File: config.mk
export PLATFORM = sky130hd
export DESIGN_NAME = eeprom_cmd_ctrl
export DESIGN_NICKNAME = d
export VERILOG_FILES = /design/src/rtl/eeprom_cmd_pkg.sv /design/src/rtl/eeprom_cmd_seq.sv /design/src/rtl/eeprom_cmd_dp.sv /design/src/rtl/eeprom_cmd_ctrl.sv
export SDC_FILE = /design/constraint.sdc
export NUM_CORES = 1
export LEC_CHECK = 0
export BUFFER_PORTS_ARGS = -buffer_cell sky130_fd_sc_hd__buf_2
export CAP_MARGIN = 10
export CORE_ASPECT_RATIO = 2
export CORE_MARGIN = 2
export CORE_UTILIZATION = 47
export DETAILED_ROUTE_END_ITERATION = 16
export GPL_TIMING_DRIVEN = 0
export HOLD_SLACK_MARGIN = 0.15
export MAX_ROUTING_LAYER = met4
export PLACE_DENSITY = 0.73
export SYNTH_ARGS = -nofsm -noshare
export SYNTH_HDL_FRONTEND = slang
export SYNTH_SLANG_ARGS = --single-unit
export TNS_END_PERCENT = 5
File: constraint.sdc
create_clock -name clk -period 1.7 [get_ports clk]
set_input_delay 0.34 -clock clk [delete_from_list [all_inputs] [get_ports clk]]
set_output_delay 0.34 -clock clk [all_outputs]
set_load 0.01 [all_outputs]
File: src/rtl/eeprom_cmd_pkg.sv
package eeprom_cmd_pkg;

  typedef enum logic [1:0] {
    OP_WEN_WDS = 2'b00,
    OP_WRITE   = 2'b01,
    OP_READ    = 2'b10,
    OP_ERASE   = 2'b11
  } eeOp_t;

  typedef enum logic [2:0] {
    ST_IDLE,
    ST_LOAD,
    ST_SHIFT,
    ST_GAP,
    ST_POLL
  } seqState_t;

  // strobes from sequencer to datapath
  typedef struct packed {
    logic load;
    logic shift;
    logic capture;
  } dpCtl_t;

endpackage

File: src/rtl/eeprom_cmd_seq.sv
module eeprom_cmd_seq
  import eeprom_cmd_pkg::*;
#(
  parameter int ADDR_W    = 6,
  parameter int DATA_W    = 16,
  parameter int SCLK_HALF = 2
) (
  input  logic              clk,
  input  logic              rstN,
  input  logic              ctrlWrEn,
  input  logic [ADDR_W+2:0] ctrlWrData,
  input  logic              sIn,
  output logic              busy,
  output eeOp_t             opReg,
  output logic [ADDR_W-1:0] addrReg,
  output logic              sCs,
  output logic              sClk,
  output dpCtl_t            dpCtl
);

  localparam int HDR_LEN  = 3 + ADDR_W;
  localparam int RD_LEN   = HDR_LEN + 1 + DATA_W;
  localparam int WR_LEN   = HDR_LEN + DATA_W;
  localparam int CNT_W    = $clog2(RD_LEN + 1);
  localparam int DIV_W    = (SCLK_HALF > 1) ? $clog2(SCLK_HALF) : 1;
  localparam int BUSY_BIT = ADDR_W + 2;

  seqState_t        state;
  logic [DIV_W-1:0] divCnt;
  logic [CNT_W-1:0] bitCnt;
  logic [CNT_W-1:0] frameLen;
  logic             gapHalf;
  logic             tick;
  logic             lastBit;
  logic             needPoll;

  assign tick     = (divCnt == DIV_W'(SCLK_HALF - 1));
  assign needPoll = (opReg == OP_WRITE) || (opReg == OP_ERASE);
  assign lastBit  = (bitCnt == frameLen - CNT_W'(1));

  always_comb begin
    case (opReg)
      OP_READ:  frameLen = CNT_W'(RD_LEN);
      OP_WRITE: frameLen = CNT_W'(WR_LEN);
      default:  frameLen = CNT_W'(HDR_LEN);
    endcase
  end

  always_comb begin
    dpCtl.load    = (state == ST_LOAD);
    dpCtl.shift   = (state == ST_SHIFT) && tick && sClk;
    dpCtl.capture = (state == ST_SHIFT) && tick && !sClk && (opReg == OP_READ)
                    && (bitCnt >= CNT_W'(HDR_LEN + 1));
  end

  always_ff @(posedge clk) begin
    if (!rstN) begin
      state   <= ST_IDLE;
      busy    <= 1'b0;
      opReg   <= OP_WEN_WDS;
      addrReg <= '0;
      sCs     <= 1'b0;
      sClk    <= 1'b0;
      divCnt  <= '0;
      bitCnt  <= '0;
      gapHalf <= 1'b0;
    end else begin
      if (ctrlWrEn && !busy) begin
        opReg   <= eeOp_t'(ctrlWrData[ADDR_W+1:ADDR_W]);
        addrReg <= ctrlWrData[ADDR_W-1:0];
        busy    <= ctrlWrData[BUSY_BIT];
        if (ctrlWrData[BUSY_BIT]) state <= ST_LOAD;
      end
      case (state)
        ST_LOAD: begin
          sCs    <= 1'b1;
          sClk   <= 1'b0;
          divCnt <= '0;
          bitCnt <= '0;
          state  <= ST_SHIFT;
        end
        ST_SHIFT: begin
          if (tick) begin
            divCnt <= '0;
            if (!sClk) begin
              sClk <= 1'b1;
            end else begin
              sClk <= 1'b0;
              if (lastBit) begin
                sCs     <= 1'b0;
                gapHalf <= 1'b0;
                state   <= ST_GAP;
              end else begin
                bitCnt <= bitCnt + CNT_W'(1);
              end
            end
          end else begin
            divCnt <= divCnt + DIV_W'(1);
          end
        end
        ST_GAP: begin
          if (tick) begin
            divCnt <= '0;
            if (gapHalf) begin
              if (needPoll) begin
                sCs   <= 1'b1;
                state <= ST_POLL;
              end else begin
                busy  <= 1'b0;
                state <= ST_IDLE;
              end
            end else begin
              gapHalf <= 1'b1;
            end
          end else begin
            divCnt <= divCnt + DIV_W'(1);
          end
        end
        ST_POLL: begin
          if (sIn) begin
            sCs   <= 1'b0;
            busy  <= 1'b0;
            state <= ST_IDLE;
          end
        end
        default: ;
      endcase
    end
  end

  AST_IGNORE_BUSY_WR: assert property (@(posedge clk) disable iff (!rstN)
    (busy && ctrlWrEn) |=> ($stable(opReg) && $stable(addrReg)));
  AST_CLK_IN_FRAME: assert property (@(posedge clk) disable iff (!rstN)
    !sCs |-> !sClk);
  AST_CS_NEEDS_BUSY: assert property (@(posedge clk) disable iff (!rstN)
    sCs |-> busy);
  AST_CLEAR_AFTER_READY: assert property (@(posedge clk) disable iff (!rstN)
    ($fell(busy) && $past(state == ST_POLL)) |-> $past(sIn));

endmodule

File: src/rtl/eeprom_cmd_dp.sv
module eeprom_cmd_dp
  import eeprom_cmd_pkg::*;
#(
  parameter int ADDR_W = 6,
  parameter int DATA_W = 16
) (
  input  logic              clk,
  input  logic              rstN,
  input  dpCtl_t            dpCtl,
  input  eeOp_t             opReg,
  input  logic [ADDR_W-1:0] addrReg,
  input  logic [DATA_W-1:0] wrWord,
  input  logic              sIn,
  output logic              sOut,
  output logic [DATA_W-1:0] rdWord
);

  localparam int SH_W = 3 + ADDR_W + DATA_W;

  logic [SH_W-1:0] shReg;

  assign sOut = shReg[SH_W-1];

  always_ff @(posedge clk) begin
    if (!rstN) begin
      shReg  <= '0;
      rdWord <= '0;
    end else begin
      if (dpCtl.load)
        shReg <= {1'b1, opReg, addrReg, (opReg == OP_WRITE) ? wrWord : {DATA_W{1'b0}}};
      else if (dpCtl.shift)
        shReg <= {shReg[SH_W-2:0], 1'b0};
      if (dpCtl.capture)
        rdWord <= {rdWord[DATA_W-2:0], sIn};
    end
  end

  AST_NO_LOAD_SHIFT: assert property (@(posedge clk) disable iff (!rstN)
    !(dpCtl.load && (dpCtl.shift || dpCtl.capture)));

endmodule

File: src/rtl/eeprom_cmd_ctrl.sv
module eeprom_cmd_ctrl
  import eeprom_cmd_pkg::*;
#(
  parameter int ADDR_W    = 6,
  parameter int DATA_W    = 16,
  parameter int SCLK_HALF = 2
) (
  input  logic              clk,
  input  logic              rstN,
  input  logic              ctrlWrEn,
  input  logic [ADDR_W+2:0] ctrlWrData,
  output logic [31:0]       ctrlRdData,
  input  logic [DATA_W-1:0] wrWord,
  output logic [DATA_W-1:0] rdWord,
  output logic              sCs,
  output logic              sClk,
  output logic              sOut,
  input  logic              sIn
);

  localparam int CW = ADDR_W + 3;

  logic              busy;
  eeOp_t             opReg;
  logic [ADDR_W-1:0] addrReg;
  dpCtl_t            dpCtl;

  eeprom_cmd_seq #(.ADDR_W(ADDR_W), .DATA_W(DATA_W), .SCLK_HALF(SCLK_HALF)) uSeq (
    .clk(clk), .rstN(rstN), .ctrlWrEn(ctrlWrEn), .ctrlWrData(ctrlWrData),
    .sIn(sIn), .busy(busy), .opReg(opReg), .addrReg(addrReg),
    .sCs(sCs), .sClk(sClk), .dpCtl(dpCtl)
  );

  eeprom_cmd_dp #(.ADDR_W(ADDR_W), .DATA_W(DATA_W)) uDp (
    .clk(clk), .rstN(rstN), .dpCtl(dpCtl), .opReg(opReg), .addrReg(addrReg),
    .wrWord(wrWord), .sIn(sIn), .sOut(sOut), .rdWord(rdWord)
  );

  assign ctrlRdData = {{(32-CW){1'b0}}, busy, opReg, addrReg};

  AST_DOUT_QUIET: assert property (@(posedge clk) disable iff (!rstN)
    !sCs |-> !sOut);
  AST_DATA_ON_FALL: assert property (@(posedge clk) disable iff (!rstN)
    !$stable(sOut) |-> ($fell(sClk) || $rose(sCs)));

endmodule

==> summary.txt, run 1 <==
Clocking
  • Clk Latency, worst-skew pair: 0.33 ns
  • Hold-fix buffers at CTS: 0
  • Total CTS buffers: 9
  • CTS tree: done
  • Clock slew seen by the registers of the worst setup and hold paths: 0.05 ns
  • Buffers from clock root to sink, at most: 2
  • Clock sink count: 62
  • Clk root buf: sky130_fd_sc_hd__clkbuf_16
  • CTS H-tree depth: 3

STA
  • RSZ-0062 raised after global routing: true
  • Hold slack final: 0.245 ns
  • Actual slew at the worst max-slew pin: 0.721 ns
  • Final clock skew: 0.00343 ns
  • Final number of hold-violating endpoints: 0
  • Final number of setup-violating endpoints: 0
  • Max frequency: 591 MHz
  • Worst relative slew slack: 52.0%
  • Final Max Tran Viols: 0
  • Period utilisation layout: 99.5%
  • Minimum clock period after layout: 1.69 ns

Floorplanning
  • Site Rows: 41
  • Die W: 60.6 µm
  • Starting Density: 48.2%
  • Area enclosed by the die boundary: 7110 µm²
  • Number of top-level pins: 80
  • Placeable Area: 6260 µm²
  • Height of the die: 117 µm

Critical path
  • Length in cells of the worst reg-to-reg path: 8
  • Critical-path cell with the highest stage delay: sky130_fd_sc_hd__dfxtp_4
  • Delay-heaviest family, CP: compound AO/OA/AOI/OAI gates
  • Levels on crit path: 8
  • Start point of the critical path: uSeq.bitCnt[0]
  • Endpoint required time on the critical path: 1.90 ns
  • Stage delay of the slowest cell on the critical path: 0.36 ns
  • Worst Path Class, Setup: flop to flop
  • Maximum net fanout on the critical path: 5
  • Reg-to-reg endpoint: uDp.rdWord[9]
  • Critical Path, Cell by Cell: inv_4 > ha_4 > o31a_1 > o2111ai_4 > buf_12 > buf_8 > mux2i_1 > nor2_1
  • End point of the critical path: uDp.rdWord[9]
  • Count of buffer and inverter cells on the critical path: 3
  • Crit path arrival time: 1.89 ns
  • Launch instance of the worst register-to-register path: uSeq.bitCnt[0]
  • Critical path capture point type: flop
  • Reg-to-reg slack, setup: 0.008 ns
  • Nature of the critical path startpoint: flop

Synth
  • Yosys synthesis warning count: 0
  • Synth Flop Type: sky130_fd_sc_hd__dfxtp_1
  • Number of enable flip-flop cells after synthesis: 0
  • FFs w/ async S/R, synth: 0%
  • Syn avg cell area: 8.77 µm²
  • Yosys cell types: 43
  • Portion of the post-synthesis area used by sequential elements: 41.2%
  • Number of flip-flops and latches in the synthesized netlist: 62
  • Syn Inst Count: 344
  • Cell area after synthesis: 3020 µm²

Place
  • Count of input and output buffers: 56
  • HPWL Detailed: 5220 µm
  • Global placement routability congestion: 0.881

Cells and area
  • Fraction of final layout cells sized beyond drive strength 1: 32.4%
  • Count of antenna diodes in the layout: 0
  • Final core utilization: 63.5%
  • Total number of nets in the final design: 474
  • Relative area change from synthesis to final layout: 31.8%
  • FILL cells: 597

Drt
  • Via-to-Cell Ratio: 5.00
  • Routed Wire Length: 7180 µm
  • Detail-routed net length per standard cell: 13.5 µm
  • Length of the first detailed-routing pass in iterations: 4
  • 1st-iter DRT viols: 90
  • Remaining antenna violation count after routing: 0
  • Total vias in the final route: 2648
  • Total DRC errors in the routed layout: 0

GRT
  • Antenna violations before repair: 0
  • First-pass GRT wire length: 11400 µm
  • Gr usage total: 22.0%
  • Global route total overflow: 0
  • Vias in the first global route: 2498
  • Pin count of the biggest net entering global routing: 12

Pwr
  • Power density of the placed cells: 905 nW/µm²
  • Maximum resistive drop on vdd: 0.711 mV
  • Leakage: 1.85 nW

Status
  • Outcome: finished clean

Run
  • Max-cap violations: 0

Worst hold path
  • Worst min-delay path category: primary input to flop
## per-stage QoR
| stage | setup TNS (ns) | cells | cell area, µm² | total power [W] | setup slack, ns |
|---|---|---|---|---|---|
| global route | -1.00 | 530 | 3970 | 0.00373 | -0.0796 |
| detailed placement | -3.07 | 508 | 3500 | 0.00190 | -0.238 |
| CTS | -0.150 | 530 | 3900 | 0.00361 | -0.0193 |
| floorplan | -0.290 | 366 | 3110 | 0.00179 | -0.0264 |
| finish | 0 | 530 | 3970 | 0.00360 | 0.00837 |
| global placement | -2.02 | 508 | 3500 | 0.00189 | -0.196 |
## worst min path at each step
| stage | from | endpoint | slack [ns] | depth (start not counted) |
|---|---|---|---|---|
| final | ctrlWrData[6] | uSeq.opReg[0] | 0.24 | 3 |
| after global routing | ctrlWrData[7] | uSeq.opReg[1] | 0.25 | 3 |
| after CTS | ctrlWrData[6] | uSeq.opReg[0] | 0.23 | 3 |
| after detailed placement | uSeq.addrReg[0] | uSeq.addrReg[0] | 0.46 | 2 |
| after global placement | uSeq.addrReg[0] | uSeq.addrReg[0] | 0.46 | 2 |
| after floorplan | uDp.shReg[0] | uDp.shReg[0] | 0.45 | 2 |
## flip-flops by register name (all words and copies together) (netlist names)
signal / count
uSeq.bitCnt: 5
uSeq.gapHalf: 1
uDp.shReg: 25
uSeq.divCnt: 1
uSeq.addrReg: 6
uSeq.state: 3
uSeq.opReg: 2
uDp.rdWord: 16
uSeq.sClk: 1
uSeq.busy: 1
uSeq.sCs: 1
## worst min-delay path: stages
cell,delay [ns]
sky130_fd_sc_hd__buf_2,0.09
sky130_fd_sc_hd__nand2_1,0.05
sky130_fd_sc_hd__a21oi_1,0.05
## synthesized netlist by cell type, drive strengths merged, types with 2 or more instances
cell type,number,area [µm²]
a211oi,3,22.5
a21oi,40,200
a311oi,15,144
a31oi,3,18.8
and2,2,15.0
buf,37,280
clkbuf,12,45.0
dfxtp,62,1240
ha,6,75.1
inv,6,22.5
mux2,2,22.5
mux2i,26,260
nand2,54,219
nand3,8,40.0
nand3b,3,22.5
nor2,26,97.6
nor2b,6,37.5
o211ai,3,22.5
o21ai,10,50.1
or3b,2,17.5
xnor2,2,17.5
xor2,2,17.5
## repair_timing
item                                    4_1_cts  5_1_grt
buffers inserted                              5        1
endpoints found under the setup margin       28       47
gates resized for setup                      13       23
pin swaps                                     3        2
cloned                                        1        0
## layout by cell type, fill, tap and decap left out, types with 3 or more instances in the layout
master | Yosys | routed
sky130_fd_sc_hd__nand3_1 | 8 | 8
sky130_fd_sc_hd__conb_1 | 1 | 23
sky130_fd_sc_hd__a21oi_1 | 40 | 38
sky130_fd_sc_hd__buf_2 | 5 | 57
sky130_fd_sc_hd__clkbuf_2 | 0 | 4
sky130_fd_sc_hd__mux2i_1 | 26 | 26
sky130_fd_sc_hd__o211ai_1 | 3 | 3
sky130_fd_sc_hd__nand2_1 | 53 | 53
sky130_fd_sc_hd__buf_6 | 3 | 4
sky130_fd_sc_hd__dfxtp_1 | 62 | 57
sky130_fd_sc_hd__buf_4 | 27 | 30
sky130_fd_sc_hd__a211oi_1 | 3 | 3
sky130_fd_sc_hd__nor2b_1 | 6 | 6
sky130_fd_sc_hd__a311oi_2 | 2 | 7
sky130_fd_sc_hd__nand3b_1 | 3 | 3
sky130_fd_sc_hd__a31oi_1 | 3 | 3
sky130_fd_sc_hd__clkbuf_16 | 0 | 9
sky130_fd_sc_hd__nor2_1 | 26 | 26
sky130_fd_sc_hd__a311oi_1 | 13 | 8
sky130_fd_sc_hd__buf_8 | 1 | 3
sky130_fd_sc_hd__inv_1 | 6 | 5
sky130_fd_sc_hd__dfxtp_4 | 0 | 3
sky130_fd_sc_hd__ha_1 | 6 | 4
sky130_fd_sc_hd__clkbuf_1 | 12 | 8
sky130_fd_sc_hd__o21ai_0 | 10 | 10
## area by class of cell
cell class                 count  area [µm²]  area share [%]
timing repair buffer          63         385            9.70
clock inverter                 5        33.8           0.850
sequential                    62        1250            31.6
inverter                       6        25.0           0.630
clock buffer                  11         253            6.36
tap                           86         108            2.71
multi-input combinational    249        1570            39.5
buffer                        48         344            8.66
## metal layers
layer / part of all wire [%] / track usage [%] / vias up
met1: 36 / 22.2 / 1222
met5: 0 / - / -
met3: 5.1 / 5.60 / 8
li1: - / - / 1340
met2: 57 / 39.8 / 78
met4: 1.5 / 7.25 / 0
## kinds of logic (layout without fill, tap and decap cells)
logic type | Yosys count | count (layout) | synth area share (%)
xor+xnor | 4 | 4 | 1.16
mux | 28 | 28 | 9.38
flops | 62 | 62 | 41.2
fa+ha+maj | 6 | 6 | 2.49
compound gates | 81 | 81 | 17.8
buf+inv | 55 | 133 | 11.5
simple gates | 107 | 107 | 16.3
other cells | 1 | 23 | 0.124
## report_power, final
part	switching (W)	internal [W]	total, W
Clock	0.000651	0.00106	0.00171
Sequential	0.0000360	0.00150	0.00154
Combinational	0.000189	0.000155	0.000344
Total	0.000876	0.00272	0.00360
(Power assumes the default switching activity.)
==> run 2, diff against run 1 <==
- ABC_AREA: not set -> 1
==> run 2 against run 1 <==
Combinational power increased by 66%. Non-clock buffer count decreased by 9. Count of clock-buffer cells in the layout increased by 2. Utilization decreased by 2.0 points. Clock skew increased by 0.0020 ns. Synthesized cell count increased by 21%. Maximum frequency increased by 6.0%. Critical path type unchanged. Largest cell class unchanged.
==> summary.txt, run 2 <==
Clocking
  • Hold-fix buffers at CTS: 0 (unchanged)
  • Buffers from clock root to sink, at most: 2 (unchanged)
  • CTS H-tree depth: 3 (unchanged)
  • Clk root buf: sky130_fd_sc_hd__clkbuf_16 (unchanged)
  • Clock sink count: 62 (unchanged)
  • Total CTS buffers: 9 (unchanged)
  • CTS tree: done (unchanged)
  • Clock slew seen by the registers of the worst setup and hold paths: 0.05 ns (about the same)
  • Clk Latency, worst-skew pair: 0.32 ns (was 0.33 ns)

Synth
  • Number of enable flip-flop cells after synthesis: 0 (unchanged)
  • Area contributors post-synth: sky130_fd_sc_hd__dfxtp_1 41%, sky130_fd_sc_hd__nor2_1 7.1%, sky130_fd_sc_hd__o21ai_0 6.7% (was sky130_fd_sc_hd__dfxtp_1 41%, sky130_fd_sc_hd__mux2i_1 8.6%, sky130_fd_sc_hd__buf_4 6.7%)
  • Syn Inst Count: 417 (was 344)
  • Yosys top cell by area: sky130_fd_sc_hd__dfxtp_1 (unchanged)
  • Synth Flop Type: sky130_fd_sc_hd__dfxtp_1 (unchanged)
  • Cell with the most instances after synthesis: sky130_fd_sc_hd__dfxtp_1 (unchanged)
  • Commonest cells post-synth: 62 x sky130_fd_sc_hd__dfxtp_1, 58 x sky130_fd_sc_hd__nor2_1, 52 x sky130_fd_sc_hd__nand2_1 (was 62 x sky130_fd_sc_hd__dfxtp_1, 53 x sky130_fd_sc_hd__nand2_1, 40 x sky130_fd_sc_hd__a21oi_1)
  • Yosys synthesis warning count: 0 (unchanged)
  • Yosys cell types: 35 (was 43)
  • Number of flip-flops and latches in the synthesized netlist: 62 (unchanged)
  • Cell area after synthesis: 3050 µm² (was 3020 µm²)
  • Portion of the post-synthesis area used by sequential elements: 40.7% (was 41.2%)
  • Share of the synthesized area in the top cell type: 40.7% (was 41.2%)
  • Syn avg cell area: 7.32 µm² (was 8.77 µm²)
  • FFs w/ async S/R, synth: 0% (unchanged)

Pwr
  • Power consumption: 0.00384 W (was 0.00360 W)
  • Power density of the placed cells: 990 nW/µm² (was 905 nW/µm²)
  • Leakage: 1.79 nW (was 1.85 nW)
  • Maximum resistive drop on vdd: 0.834 mV (was 0.711 mV)

Floorplanning
  • Number of top-level pins: 80 (unchanged)
  • Starting Density: 48.4% (was 48.2%)
  • Height of the die: 118 µm (was 117 µm)
  • Area enclosed by the die boundary: 7190 µm² (was 7110 µm²)
  • Die W: 61.0 µm (was 60.6 µm)
  • Site Rows: 41 (unchanged)
  • Placeable Area: 6310 µm² (was 6260 µm²)

STA
  • Minimum clock period after layout: 1.60 ns (was 1.69 ns)
  • Actual slew at the worst max-slew pin: 0.504 ns (was 0.721 ns)
  • RSZ-0062 raised after global routing: true (unchanged)
  • Post-layout worst setup margin: 0.105 ns (was 0.00837 ns)
  • Final clock skew: 0.00539 ns (was 0.00343 ns)
  • Period utilisation layout: 93.8% (was 99.5%)
  • Final number of setup-violating endpoints: 0 (unchanged)
  • Hold slack final: 0.239 ns (was 0.245 ns)
  • Final-layout setup total negative slack: 0 ns (unchanged)
  • Final number of hold-violating endpoints: 0 (unchanged)
  • Final Max Tran Viols: 0 (unchanged)
  • Max frequency: 627 MHz (was 591 MHz)
  • Worst relative slew slack: 66.3% (was 52.0%)

Drt
  • Total DRC errors in the routed layout: 0 (unchanged)
  • Via-to-Cell Ratio: 4.98 (was 5.00)
  • 1st-iter DRT viols: 109 (was 90)
  • Remaining antenna violation count after routing: 0 (unchanged)
  • Length of the first detailed-routing pass in iterations: 4 (unchanged)
  • Routed Wire Length: 7550 µm (was 7180 µm)
  • Detail-routed net length per standard cell: 12.6 µm (was 13.5 µm)
  • Total vias in the final route: 2975 (was 2648)

Cells and area
  • FILL cells: 595 (was 597)
  • Fraction of final layout cells sized beyond drive strength 1: 28.0% (was 32.4%)
  • Sequential cell area in the final layout: 1250 µm² (about the same)
  • Total number of nets in the final design: 543 (was 474)
  • Area of combinational cells with multiple inputs: 1530 µm² (was 1570 µm²)
  • Count of antenna diodes in the layout: 0 (unchanged)
  • Leading cell types in the layout, fill and taps excluded: 58 x sky130_fd_sc_hd__buf_2, 58 x sky130_fd_sc_hd__dfxtp_1, 55 x sky130_fd_sc_hd__nor2_1, 51 x sky130_fd_sc_hd__nand2_1, 41 x sky130_fd_sc_hd__o21ai_0 (was 57 x sky130_fd_sc_hd__buf_2, 57 x sky130_fd_sc_hd__dfxtp_1, 53 x sky130_fd_sc_hd__nand2_1, 38 x sky130_fd_sc_hd__a21oi_1, 30 x sky130_fd_sc_hd__buf_4)
  • Flip-flop count of the largest register after layout: 25 (unchanged)
  • Largest registers ranked by flip-flop count: uDp.shReg x25, uDp.rdWord x16, uSeq.addrReg x6 (unchanged)
  • Relative area change from synthesis to final layout: 27.2% (was 31.8%)
  • Non-Filler Cell Area, Final: 3880 µm² (was 3970 µm²)
  • Register name with the most flops: uDp.shReg (unchanged)

Place
  • Placed Instance Area: 3520 µm² (was 3500 µm²)
  • Setup slack at placement: -0.154 ns (was -0.238 ns)
  • HPWL Detailed: 5610 µm (was 5220 µm)
  • Global placement routability congestion: 0.856 (was 0.881)
  • Count of input and output buffers: 55 (was 56)

Status
  • Outcome: finished clean (unchanged)

Critical path
  • Critical Path, Cell by Cell: inv_2 > ha_1 > buf_6 > nand2_1 > nand2_1 > nand2_1 > nor2_2 > nand2_1 > nand2_2 > nand2_4 > nand2_4 > nand2_1 > nand2_1 > nor2_1 (was inv_4 > ha_4 > o31a_1 > o2111ai_4 > buf_12 > buf_8 > mux2i_1 > nor2_1)
  • Crit path arrival time: 1.80 ns (was 1.89 ns)
  • Stage delay of the slowest cell on the critical path: 0.36 ns (about the same)
  • Critical path capture point type: flop (unchanged)
  • Endpoint required time on the critical path: 1.91 ns (was 1.90 ns)
  • Critical-path cell with the highest stage delay: sky130_fd_sc_hd__dfxtp_4 (unchanged)
  • Library cell appearing most often on the critical path: sky130_fd_sc_hd__nand2_1
  • Nature of the critical path startpoint: flop (unchanged)
  • Worst Path Class, Setup: flop to flop (unchanged)
  • Maximum net fanout on the critical path: 6 (was 5)
  • Length in cells of the worst reg-to-reg path: 14 (was 8)

Worst hold path
  • Hold path cells: 3 (unchanged)
  • Worst min-delay path category: primary input to flop (unchanged)

GRT
  • Global route total overflow: 0 (unchanged)
  • First-pass GRT wire length: 12500 µm (was 11400 µm)
  • Pin count of the biggest net entering global routing: 11 (was 12)
  • Gr usage total: 23.0% (was 22.0%)
  • Antenna violations before repair: 0 (unchanged)
  • Vias in the first global route: 2845 (was 2498)

Run
  • Max-cap violations: 0 (unchanged)
-- run 2: changes by cell type after synthesis, moves of 9 or more --
cell                       before  now
sky130_fd_sc_hd__mux2i_1       26    0
sky130_fd_sc_hd__a21oi_1       40   31
sky130_fd_sc_hd__o21ai_1        0   29
sky130_fd_sc_hd__inv_1          6   20
sky130_fd_sc_hd__nand3_1        8   29
sky130_fd_sc_hd__a311oi_1      13    0
sky130_fd_sc_hd__nor2_1        26   58
sky130_fd_sc_hd__o21ai_0       10   41
-- run 2: kinds of logic after synthesis --
| group | count (synthesis) | share of synthesized area (%) |
|---|---|---|
| other | 1 | 0.123 |
| adders and majority gates | 6 | 2.46 |
| AOI/OAI and AO/OA | 113 | 19.1 |
| and+or+nand+nor | 160 | 23.7 |
| buffers and inverters | 73 | 13.4 |
| xor gates and xnor gates | 2 | 0.574 |
| DFF | 62 | 40.7 |
-- run 2: per-stage QoR --
| step | instances | utilization, % |
|---|---|---|
| final | 597 | 61.5 |
| after global routing | 597 | 61.5 |
| after CTS | 594 | 60.4 |
| after detailed placement | 580 | 55.7 |
| after global placement | 580 | 55.7 |
| after floorplan | 439 | - |
-- run 2: area by class of cell --
cell class                 instances  area share (%)
multi-input combinational        304            39.4
inverter                          29            2.93
timing repair buffer              58            7.67
tap                               86            2.77
clock buffer                      13            6.96
clock inverter                     1           0.129
buffer                            44            7.90
sequential                        62            32.2
-- run 2: worst paths after layout --
path / start / endpoint / slack [ns]
worst max-delay path: uSeq.opReg[1] / uSeq.bitCnt[1] / 0.10
worst min-delay path: ctrlWrData[3] / uSeq.addrReg[3] / 0.24
worst max register to register: uSeq.opReg[1] / uSeq.bitCnt[1] / 0.10
worst min register to register: uDp.shReg[0] / uDp.shReg[0] / 0.47
-- run 2: power breakdown --
group	internal [W]	total (W)	switching [W]	leakage (nW)
clock network	0.00108	0.00166	0.000579	0.138
registers	0.00155	0.00161	0.0000648	0.507
logic	0.000229	0.000571	0.000342	1.15
total	0.00286	0.00384	0.000985	1.79
-- run 2: worst max-delay path, delay by kind of cell, from the launching register on --
kind / cells / cell delay [ns]
simple gates: 11 / 0.75
flops: 1 / 0.36
buf+inv: 2 / 0.19
fa+ha+maj: 1 / 0.16
-- run 2: repair_timing --
action                                  CTS  global route
buffers inserted                          0             3
gates resized for setup                   6            21
pin swaps                                 0             2
endpoints found under the setup margin    6            45
-- run 2: per-layer routing --
layer  up-vias  part of all wire (%)  GRT usage, %
li1       1518                     -             -
met1      1340                    38          24.5
met2        99                    55          39.2
met3        18                   4.7          3.08
met4         0                   2.9          12.0
met5         -                     0             -
